$ cat src/rtl/dma_chan_arbiter.sv
module dma_chan_arbiter #(
  parameter int NCH = 8,
  localparam int CW = (NCH > 1) ? $clog2(NCH) : 1
) (
  input  logic              clk,
  input  logic              rst_n,
  input  logic [NCH-1:0]    trig,
  input  logic [NCH-1:0]    chan_en,
  input  logic [NCH-1:0]    chan_susp,
  input  logic [NCH-1:0]    more_work,
  input  logic [2*NCH-1:0]  prio,
  input  logic [3:0]        lvl_en,
  input  logic [3:0]        lvl_rr,
  input  logic              burst_done,
  output logic [CW-1:0]     grant_idx,
  output logic              grant_vld,
  output logic [NCH-1:0]    pend,
  output logic [NCH-1:0]    busy
);

  logic [NCH-1:0] pend_q, elig, take_clr, ret_set, pend_d;
  logic           act_v_q;
  logic [CW-1:0]  act_i_q;
  logic [CW-1:0]  ptr_q [4];
  logic           sel_v;
  logic [CW-1:0]  sel_i;
  logic [1:0]     sel_l;
  logic           handover;
  int             c;

  assign elig     = pend_q & chan_en & ~chan_susp;
  assign handover = !act_v_q || burst_done;

  always_comb begin
    sel_v = 1'b0;
    sel_i = '0;
    sel_l = '0;
    c     = 0;
    for (int lv = 3; lv >= 0; lv--) begin
      if (!sel_v && lvl_en[lv]) begin
        for (int k = 0; k < NCH; k++) begin
          c = lvl_rr[lv] ? (int'(ptr_q[lv]) + 1 + k) % NCH : k;
          if (!sel_v && elig[c] && prio[2*c +: 2] == 2'(lv)) begin
            sel_v = 1'b1;
            sel_i = CW'(c);
            sel_l = 2'(lv);
          end
        end
      end
    end
  end

  assign take_clr = (handover && sel_v) ? (NCH'(1) << sel_i) : '0;
  assign ret_set  = (act_v_q && burst_done && more_work[act_i_q]) ? (NCH'(1) << act_i_q) : '0;
  assign pend_d   = ((pend_q & ~take_clr) | trig | ret_set) & chan_en & ~chan_susp;

  always_ff @(posedge clk) begin
    if (!rst_n) begin
      pend_q  <= '0;
      act_v_q <= 1'b0;
      act_i_q <= '0;
      for (int l = 0; l < 4; l++) ptr_q[l] <= CW'(NCH - 1);
    end else begin
      pend_q <= pend_d;
      if (handover) begin
        act_v_q <= sel_v;
        if (sel_v) begin
          act_i_q      <= sel_i;
          ptr_q[sel_l] <= sel_i;
        end
      end
    end
  end

  assign grant_idx = act_i_q;
  assign grant_vld = act_v_q;
  assign pend      = pend_q;
  assign busy      = act_v_q ? (NCH'(1) << act_i_q) : '0;

  AST_BUSY_ONEHOT: assert property (@(posedge clk) disable iff (!rst_n)
    $onehot0(busy) && (grant_vld == (busy != '0)));
  AST_HOLD_MID_BURST: assert property (@(posedge clk) disable iff (!rst_n)
    (grant_vld && !burst_done) |=> (grant_vld && $stable(grant_idx)));
  AST_IDLE_FILLS: assert property (@(posedge clk) disable iff (!rst_n)
    (!grant_vld && sel_v) |=> grant_vld);
  AST_DROP_HELD: assert property (@(posedge clk) disable iff (!rst_n)
    1'b1 |=> ((pend & $past(chan_susp | ~chan_en)) == '0));
  AST_EMPTY_RELEASE: assert property (@(posedge clk) disable iff (!rst_n)
    (grant_vld && burst_done && !sel_v) |=> !grant_vld);

endmodule

$ cat config.mk
export PLATFORM = sky130hd
export DESIGN_NAME = dma_chan_arbiter
export DESIGN_NICKNAME = d
export VERILOG_FILES = /design/src/rtl/dma_chan_arbiter.sv
export SDC_FILE = /design/constraint.sdc
export NUM_CORES = 1
export LEC_CHECK = 0
export BUFFER_PORTS_ARGS = -buffer_cell sky130_fd_sc_hd__buf_4
export CAP_MARGIN = 10
export CELL_PAD_IN_SITES_DETAIL_PLACEMENT = 0
export CELL_PAD_IN_SITES_GLOBAL_PLACEMENT = 2
export CORE_MARGIN = 3
export CORE_UTILIZATION = 31
export DETAILED_ROUTE_END_ITERATION = 6
export PLACE_DENSITY_LB_ADDON = 0.25
export SETUP_SLACK_MARGIN = 0.02
export SYNTH_ARGS = -nofsm -noshare
export SYNTH_HDL_FRONTEND = slang
export SYNTH_SLANG_ARGS = --single-unit
$ cat constraint.sdc
create_clock -name clk -period 6.6 [get_ports clk]
set_clock_uncertainty 0.2 [all_clocks]
set_input_delay 0.66 -clock clk [delete_from_list [all_inputs] [get_ports clk]]
set_output_delay 0.66 -clock clk [all_outputs]
set_load 0.02 [all_outputs]
Yosys cells after proc, flatten, opt, wreduce, memory -nomap -nowiden
Memory sizes are Yosys's and may differ from the RTL's.
Cells that the tools add are included.
Widths: inputs -> output; s select.
Storage, ports and cells
  output and inout bits: 20
  memory bits (writable): 12
  word-level logic and storage cells: 589
  input bits: 59
  memories: 1
  bits in registers: 12
Memory list
  ptr_q: words 4, width 3, rd ports 4, clocked after memory_dff 0, write ports 4, RTL line 24  | logic [CW-1:0] ptr_q [4];
Operators by class
  mux-type cells: 277
  add/subtract/negate cells: 32
  shift-type cells: 34
  order comparisons: 33
  eq/ne operators: 24
  reductions and logical operators: 144
  bitwise gates (word level): 41
Operators with widths (number)
  $lt 32x5->1 const B: 32
  $mux 32: 32
  $shiftx 16x32->2: 32
  $mux 1: 135
  $mux 3: 37
  $bmux 1 s3: 33
  $reduce_or 3->1: 33
  $mux 2: 37
  $logic_and 1x1->1: 69
  $add 3x3->3 const B: 16
  $and 8x8->8: 5
  $and 1x1->1 const A: 32
  $eq 2x2->1 const B: 16
  $logic_not 1->1: 32
  $add 3x1->3 const B: 8
  $add 3x2->3 const B: 8
  $mux 8: 3
  $eq 2x1->1 const B: 8
  $logic_not 2->1: 8
  $not 8->8: 2
  $or 8x8->8: 2
  $shl 1x3->8 const A: 2
  $lt 3x4->1 const B: 1
  $reduce_and 2->1: 1
  $logic_or 1x1->1: 1

Logic depth before layout (Yosys ltp)
Gate-level depths: netlist of run 1.
  depth after elaboration: 173
  depth in mapped cells: 19
  mapped depth without buffers: 14

Worst setup path before layout of run 1
Ideal clock, no wire load.
  kind: reg-to-reg
  start: memory ptr_q[3][0] (netlist name)
  end: register pend_q[2], in the netlist pend[2]
  data arrival time: 3700 ps
  stages on the path, launching flop included: 16
  data required time: 6268 ps
  slack: 2568 ps
  period minus slack after synthesis: 4032 ps
  path buffers: 2
  library setup time: 132 ps
  cells stage by stage: edfxtp_1 -> buf_2 -> inv_1 -> ha_1 -> buf_2 -> and2b_1 -> mux4_2 -> o21bai_1 -> mux2_4 -> or3b_4 -> o31ai_4 -> o211a_1 -> or3b_1 -> a21oi_4 -> and2_4 -> a31oi_1
RTL lines
  start, declared: RTL line 24
  end signal, assigned: RTL line 64  | pend_q <= pend_d;
  end, declared: RTL line 21  | logic [NCH-1:0] pend_q, elig, take_clr, ret_set, pend_d;

==> results.json, run 1 <==
{
  "status": "finished, final reports clean",
  "arrival_ns": 5.34,
  "area_growth_pct": 14.18,
  "cpLargestDelayFamily": "compound AO/OA/AOI/OAI gates",
  "cts_root_buffer": "clkbuf_16",
  "synth_edf_count": 12,
  "finalSetupViolCount": 0,
  "finalHoldViolCount": 0,
  "utilization": 0.3645,
  "cpPeakStageDelay_ns": 0.80,
  "io_buffer_count": 78,
  "placed_cell_area_um2": 6538,
  "async_flop_share": 0,
  "finalNonFillerCells": 1067,
  "grt_max_degree": 24,
  "ios": 79,
  "required_ns": 6.54,
  "max_cap_viol_count": 0,
  "fmaxAchievable_ghz": 0.1852,
  "syn_avg_cell_area_um2": 7.349,
  "path_cells": "inv_1 > ha_1 > and2b_1 > a32oi_1 > o211a_1 > a2bb2oi_1 > nand3_1 > o31ai_4 > o211a_1 > nor4b_1 > a31oi_1 > nor2_1 > a31oi_1",
  "crit_path_max_fanout": 16,
  "vias_per_cell": 6.269,
  "leakagePower_nw": 2.415,
  "layout_commonest_cell": "buf_4",
  "clock_latency_ns": 0.27,
  "ys.flop_type": "edfxtp_1",
  "yosysWarnings": 0,
  "dieHeight_um": 142.9,
  "hpwl_um": 19400,
  "coreArea_um2": 18210,
  "tightest_slew_ns": 0.9654,
  "cts_setup_buffers": 0,
  "clock_sinks": 24,
  "grt_pass1_vias": 6617,
  "clk_path_buf_depth": 2,
  "drt_wl_total_um": 24090,
  "grt_pass1_wl_um": 37760,
  "final_cell_mix": "86 x buf_4, 75 x nor2_1, 73 x nand2_1",
  "power_density_nw_per_um2": 108.4,
  "drtAntennaViolNets": 0,
  "wl_per_cell_um": 22.58,
  "rows": 49,
  "cts_tree": "yes",
  "dp.cells": 1063,
  "synth_cell_types": 98,
  "crit_type": "reg2reg",
  "dr.pass1.iters": 5,
  "netlist_area_um2": 5813,
  "finalCritPeriodShare": 0.8181,
  "syn_nets": 857,
  "ir_worst_vdd_mv": 0.07670,
  "htreeDepth": 1,
  "nets": 905,
  "clkSlewWorstSetupHoldPaths_ns": 0.07,
  "hp-class": "reg2reg",
  "start_util": 0.3192,
  "drc": 0,
  "ys_seq_elements": 24,
  "cts_resized": 0,
  "vias": 6689,
  "cpMaxStageDelayCell": "nor4b_1",
  "overflow": 0,
  "setup_tns_ns": 0,
  "antenna_found_initial": 0,
  "final_area_um2": 6638,
  "drive_gt1_frac": 0.1766,
  "drt_iter0_markers": 543,
  "cts-hold-fix-buffers": 0,
  "antennaDiodeCount": 0,
  "critPathLaunchType": "flop",
  "cts_buffers": 3,
  "dieArea_um2": 20430,
  "gp_congestion": 0.9401,
  "path_buf_inv": 1,
  "die_x_um": 142.9,
  "relSlewSlack": 0.3473,
  "synthCells": 791,
  "cp-end-kind": "flop",
  "grt_use_total": 0.2317,
  "slew_violations": 0,
  "rsz0062_at_grt": "no",
  "fin_crit_ns": 5.399,
  "yosysSeqAreaShare": 0.1033
}
==> synth_stat cells, drive strengths merged, types with 7 or more instances <==
cell type,n,share of area
clkbuf,19,0.012
a211oi,20,0.027
o211ai,16,0.021
nor4,12,0.014
a31oi,17,0.018
or2,10,0.011
o21ai,50,0.044
or3,11,0.012
xor2,7,0.011
buf,24,0.023
o32ai,7,0.011
nand3,25,0.022
and2,18,0.020
nand2b,38,0.042
nand4b,8,0.012
mux2,13,0.026
ha,7,0.015
nand2,73,0.047
o22ai,17,0.018
dfxtp,12,0.041
a21oi,33,0.030
inv,19,0.012
o2111ai,7,0.011
nand4,7,0.0075
nor3,34,0.030
edfxtp,12,0.062
mux4,17,0.066
nor2b,23,0.025
or3b,7,0.011
mux2i,38,0.065
nor2,75,0.048
nand3b,14,0.019
==> stage by stage <==
step	power [mW]	setup slack [ns]	hold WS (ns)
2_1_floorplan	0.4255	2.568	0.4164
3_3_place_gp	0.5551	1.260	0.3505
3_5_place_dp	0.5551	1.307	0.3703
4_1_cts	0.7193	1.458	0.3792
5_1_grt	0.7617	1.062	0.4185
6_report	0.7197	1.201	0.3806
==> logic make-up (layout without fill, tap and decap cells) <==
group                    Yosys count  in the layout  share of synthesized area
AND/OR/NAND/NOR                  379            379                     0.3582
adder cells (fa/ha/maj)            7              7                    0.01507
AO/OA/AOI/OAI                    237            237                     0.2906
multiplexers                      68             68                     0.1571
XOR/XNOR                          13             13                    0.02712
buffers and inverters             63            110                    0.04864
flip-flops                        24             24                     0.1033
==> final timing paths <==
kind | end | depth (start not counted) | slack, ns | startpoint
worst max-delay path | pend[1] | 13 | 1.20 | ptr_q[3][0]
worst min-delay path | pend[0] | 3 | 0.38 | pend[0]
worst max register to register | pend[1] | 13 | 1.20 | ptr_q[3][0]
worst min register to register | pend[0] | 3 | 0.38 | pend[0]
==> sequential cells by signal (all words and copies together) (netlist names) <==
signal and count:
ptr_q 12, grant_vld 1, grant_idx 3, pend 8
==> layer usage <==
metal,up-vias,track usage,share of wire
li1,3146,-,-
met1,3184,0.3174,0.44
met2,306,0.3727,0.47
met3,53,0.03751,0.068
met4,0,0.07504,0.028
met5,-,0,0
==> worst min-delay path: stages, from the launching register on <==
cell,delay (ns)
dfxtp_1,0.34
inv_1,0.06
a211o_1,0.11
a31oi_1,0.03
==> area by class of cell <==
type	count	area, um^2
Fill cell	1930	11570
Multi-Input combinational cell	704	4930
Timing Repair Buffer	86	645.6
Sequential cell	24	600.6
Tap cell	229	286.5
Clock buffer	4	100.1
Inverter	20	75.07
==> where the power goes <==
part	switching, mW	internal, mW
Sequential	0.0266	0.170
Clock	0.0572	0.106
Combinational	0.215	0.146
Total	0.299	0.421
No activity file was read; power rests on OpenSTA's default activity.
==> inputs of run 2 (changes only) <==
==> constraint.sdc (replaced) <==
create_clock -name clk -period 4.7 [get_ports clk]
set_clock_uncertainty 0.2 [all_clocks]
set_input_delay 0.47 -clock clk [delete_from_list [all_inputs] [get_ports clk]]
set_output_delay 0.47 -clock clk [all_outputs]
set_load 0.02 [all_outputs]
==> results.json, run 2 (synthesis gave the netlist of run 1 again) <==
{
  "multiInputGateArea_um2": 4946,
  "coreArea_um2": 18210,
  "gp_congestion": 0.9453,
  "arrival_ns": 4.40,
  "nets": 958,
  "finalHoldViolCount": 0,
  "crit_type": "reg2reg",
  "clkSlewWorstSetupHoldPaths_ns": 0.07,
  "area_growth_pct": 21.52,
  "rows": 49,
  "finalCritPeriodShare": 0.9460,
  "drt_wl_total_um": 24780,
  "fmaxAchievable_ghz": 0.2249,
  "path_buf_inv": 2,
  "max_cap_viol_count": 0,
  "drive_gt1_frac": 0.2290,
  "grt_pass1_vias": 6716,
  "die_x_um": 142.9,
  "htreeDepth": 1,
  "clock_sinks": 24,
  "r2r_start": "ptr_q[3][0]",
  "grt_pass1_wl_um": 37770,
  "r2r_cells": 14,
  "drt_iter0_markers": 649,
  "largest_reg_flops": 12,
  "dieArea_um2": 20430,
  "cpPeakStageDelay_ns": 0.46,
  "hp-class": "in2reg",
  "crit_start": "ptr_q[3][0]",
  "clk_path_buf_depth": 2,
  "wl_per_cell_um": 22.13,
  "cts_root_buffer": "clkbuf_16",
  "start_util": 0.3192,
  "antennaDiodeCount": 0,
  "vias_per_cell": 6.241,
  "grt_max_degree": 24,
  "vias": 6990,
  "clock_latency_ns": 0.27,
  "cp-end-kind": "flop",
  "finalNonFillerCells": 1120,
  "cts_buffers": 3,
  "hpwl_um": 20120,
  "rrSetupSlack_ns": 0.25,
  "cts_tree": "yes",
  "final_cell_mix": "138 x buf_4, 75 x nor2_1, 73 x nand2_1",
  "io_buffer_count": 78,
  "nFillCells": 1912,
  "required_ns": 4.65,
  "r2r_end": "pend[6]",
  "cpLargestDelayFamily": "compound AO/OA/AOI/OAI gates",
  "min_from": "chan_susp[0]",
  "overflow": 0,
  "relSlewSlack": 0.5901,
  "status": "finished, final reports clean",
  "dp.cells": 1115,
  "holdPathEnd": "pend[0]",
  "drc": 0,
  "slew_violations": 0,
  "layout_commonest_cell": "buf_4",
  "tightest_slew_ns": 0.6084,
  "regArea_um2": 600.6,
  "leakagePower_nw": 2.675,
  "fin_crit_ns": 4.446,
  "critPathLaunchType": "flop",
  "dr.pass1.iters": 5,
  "grt_use_total": 0.2332,
  "rsz0062_at_grt": "no",
  "ios": 79,
  "finalSetupViolCount": 0,
  "crit_path_max_fanout": 13,
  "cpMaxStageDelayCell": "and2b_1",
  "dieHeight_um": 142.9,
  "largest_register": "ptr_q",
  "min_delay_path_depth": 3,
  "power_density_nw_per_um2": 148.0,
  "drtAntennaViolNets": 0,
  "ir_worst_vdd_mv": 0.1674,
  "path_cells": "inv_1 > ha_1 > and2b_1 > a32oi_1 > o211a_1 > a2bb2oi_1 > nand3_1 > o31ai_4 > buf_4 > nand4_1 > or3_1 > a31oi_1 > a41o_1 > a21oi_1",
  "setup_tns_ns": 0,
  "antenna_found_initial": 0
}
[run 2: cell types whose count changed in the layout (fill, tap and decap cells not counted)]
cell	before	now
nor4b_2	0	1
buf_4	86	138
nor4_2	1	2
buf_12	0	1
nor4_1	11	10
o21ai_2	1	2
nor4b_1	3	2
o21ai_1	5	4
[run 2: where the power goes]
group	leakage, nW	switching, mW	internal (mW)
Combinational	2.44	0.313	0.231
Sequential	0.186	0.0325	0.238
Clock	0.0493	0.0831	0.148
Total	2.68	0.428	0.617
[run 2: layout make-up]
class,count,share of cell area
Multi-Input combinational cell,704,0.7001
Timing Repair Buffer,139,0.1495
Sequential cell,24,0.08502
Tap cell,229,0.04056
Clock buffer,4,0.01417
Inverter,20,0.01063
[run 2: worst min-delay path, delay by kind of cell]
family          cells  cell delay, ns
compound gates      2            0.12
buf+inv             1            0.09
[run 2: worst max-delay path by stage]
| stage | end | depth (start not counted) |
|---|---|---|
| finish | pend[6] | 14 |
| global route | pend[2] | 16 |
| CTS | pend[7] | 14 |
| detailed placement | pend[7] | 14 |
| global placement | ptr_q[2][1] | 12 |
| floorplan | pend[2] | 15 |
[run 2: what timing repair did]
item                       CTS  global route
setup endpoints to repair    0            11
setup buffers                0             1
hold buffers                 0             0
gates resized for setup      0             3
[run 2: stage by stage]
stage	instance area, um^2	util	worst slack (ns)	hold WS, ns	power (mW)
floorplan	5813	-	0.6680	0.4130	0.5975
global placement	6940	0.3812	0.2402	0.3536	0.8070
detailed placement	6940	0.3812	0.2454	0.3652	0.8081
CTS	7041	0.3867	0.2322	0.2562	1.038
global route	7064	0.3880	0.04456	0.2738	1.096
finish	7064	0.3880	0.2540	0.2548	1.046
[run 2: metal layers]
layer  wire length [um]  track usage
met1              10790       0.3190
met2              11320       0.3734
met3               1945      0.03550
met4                726      0.08304
met5                  0            0
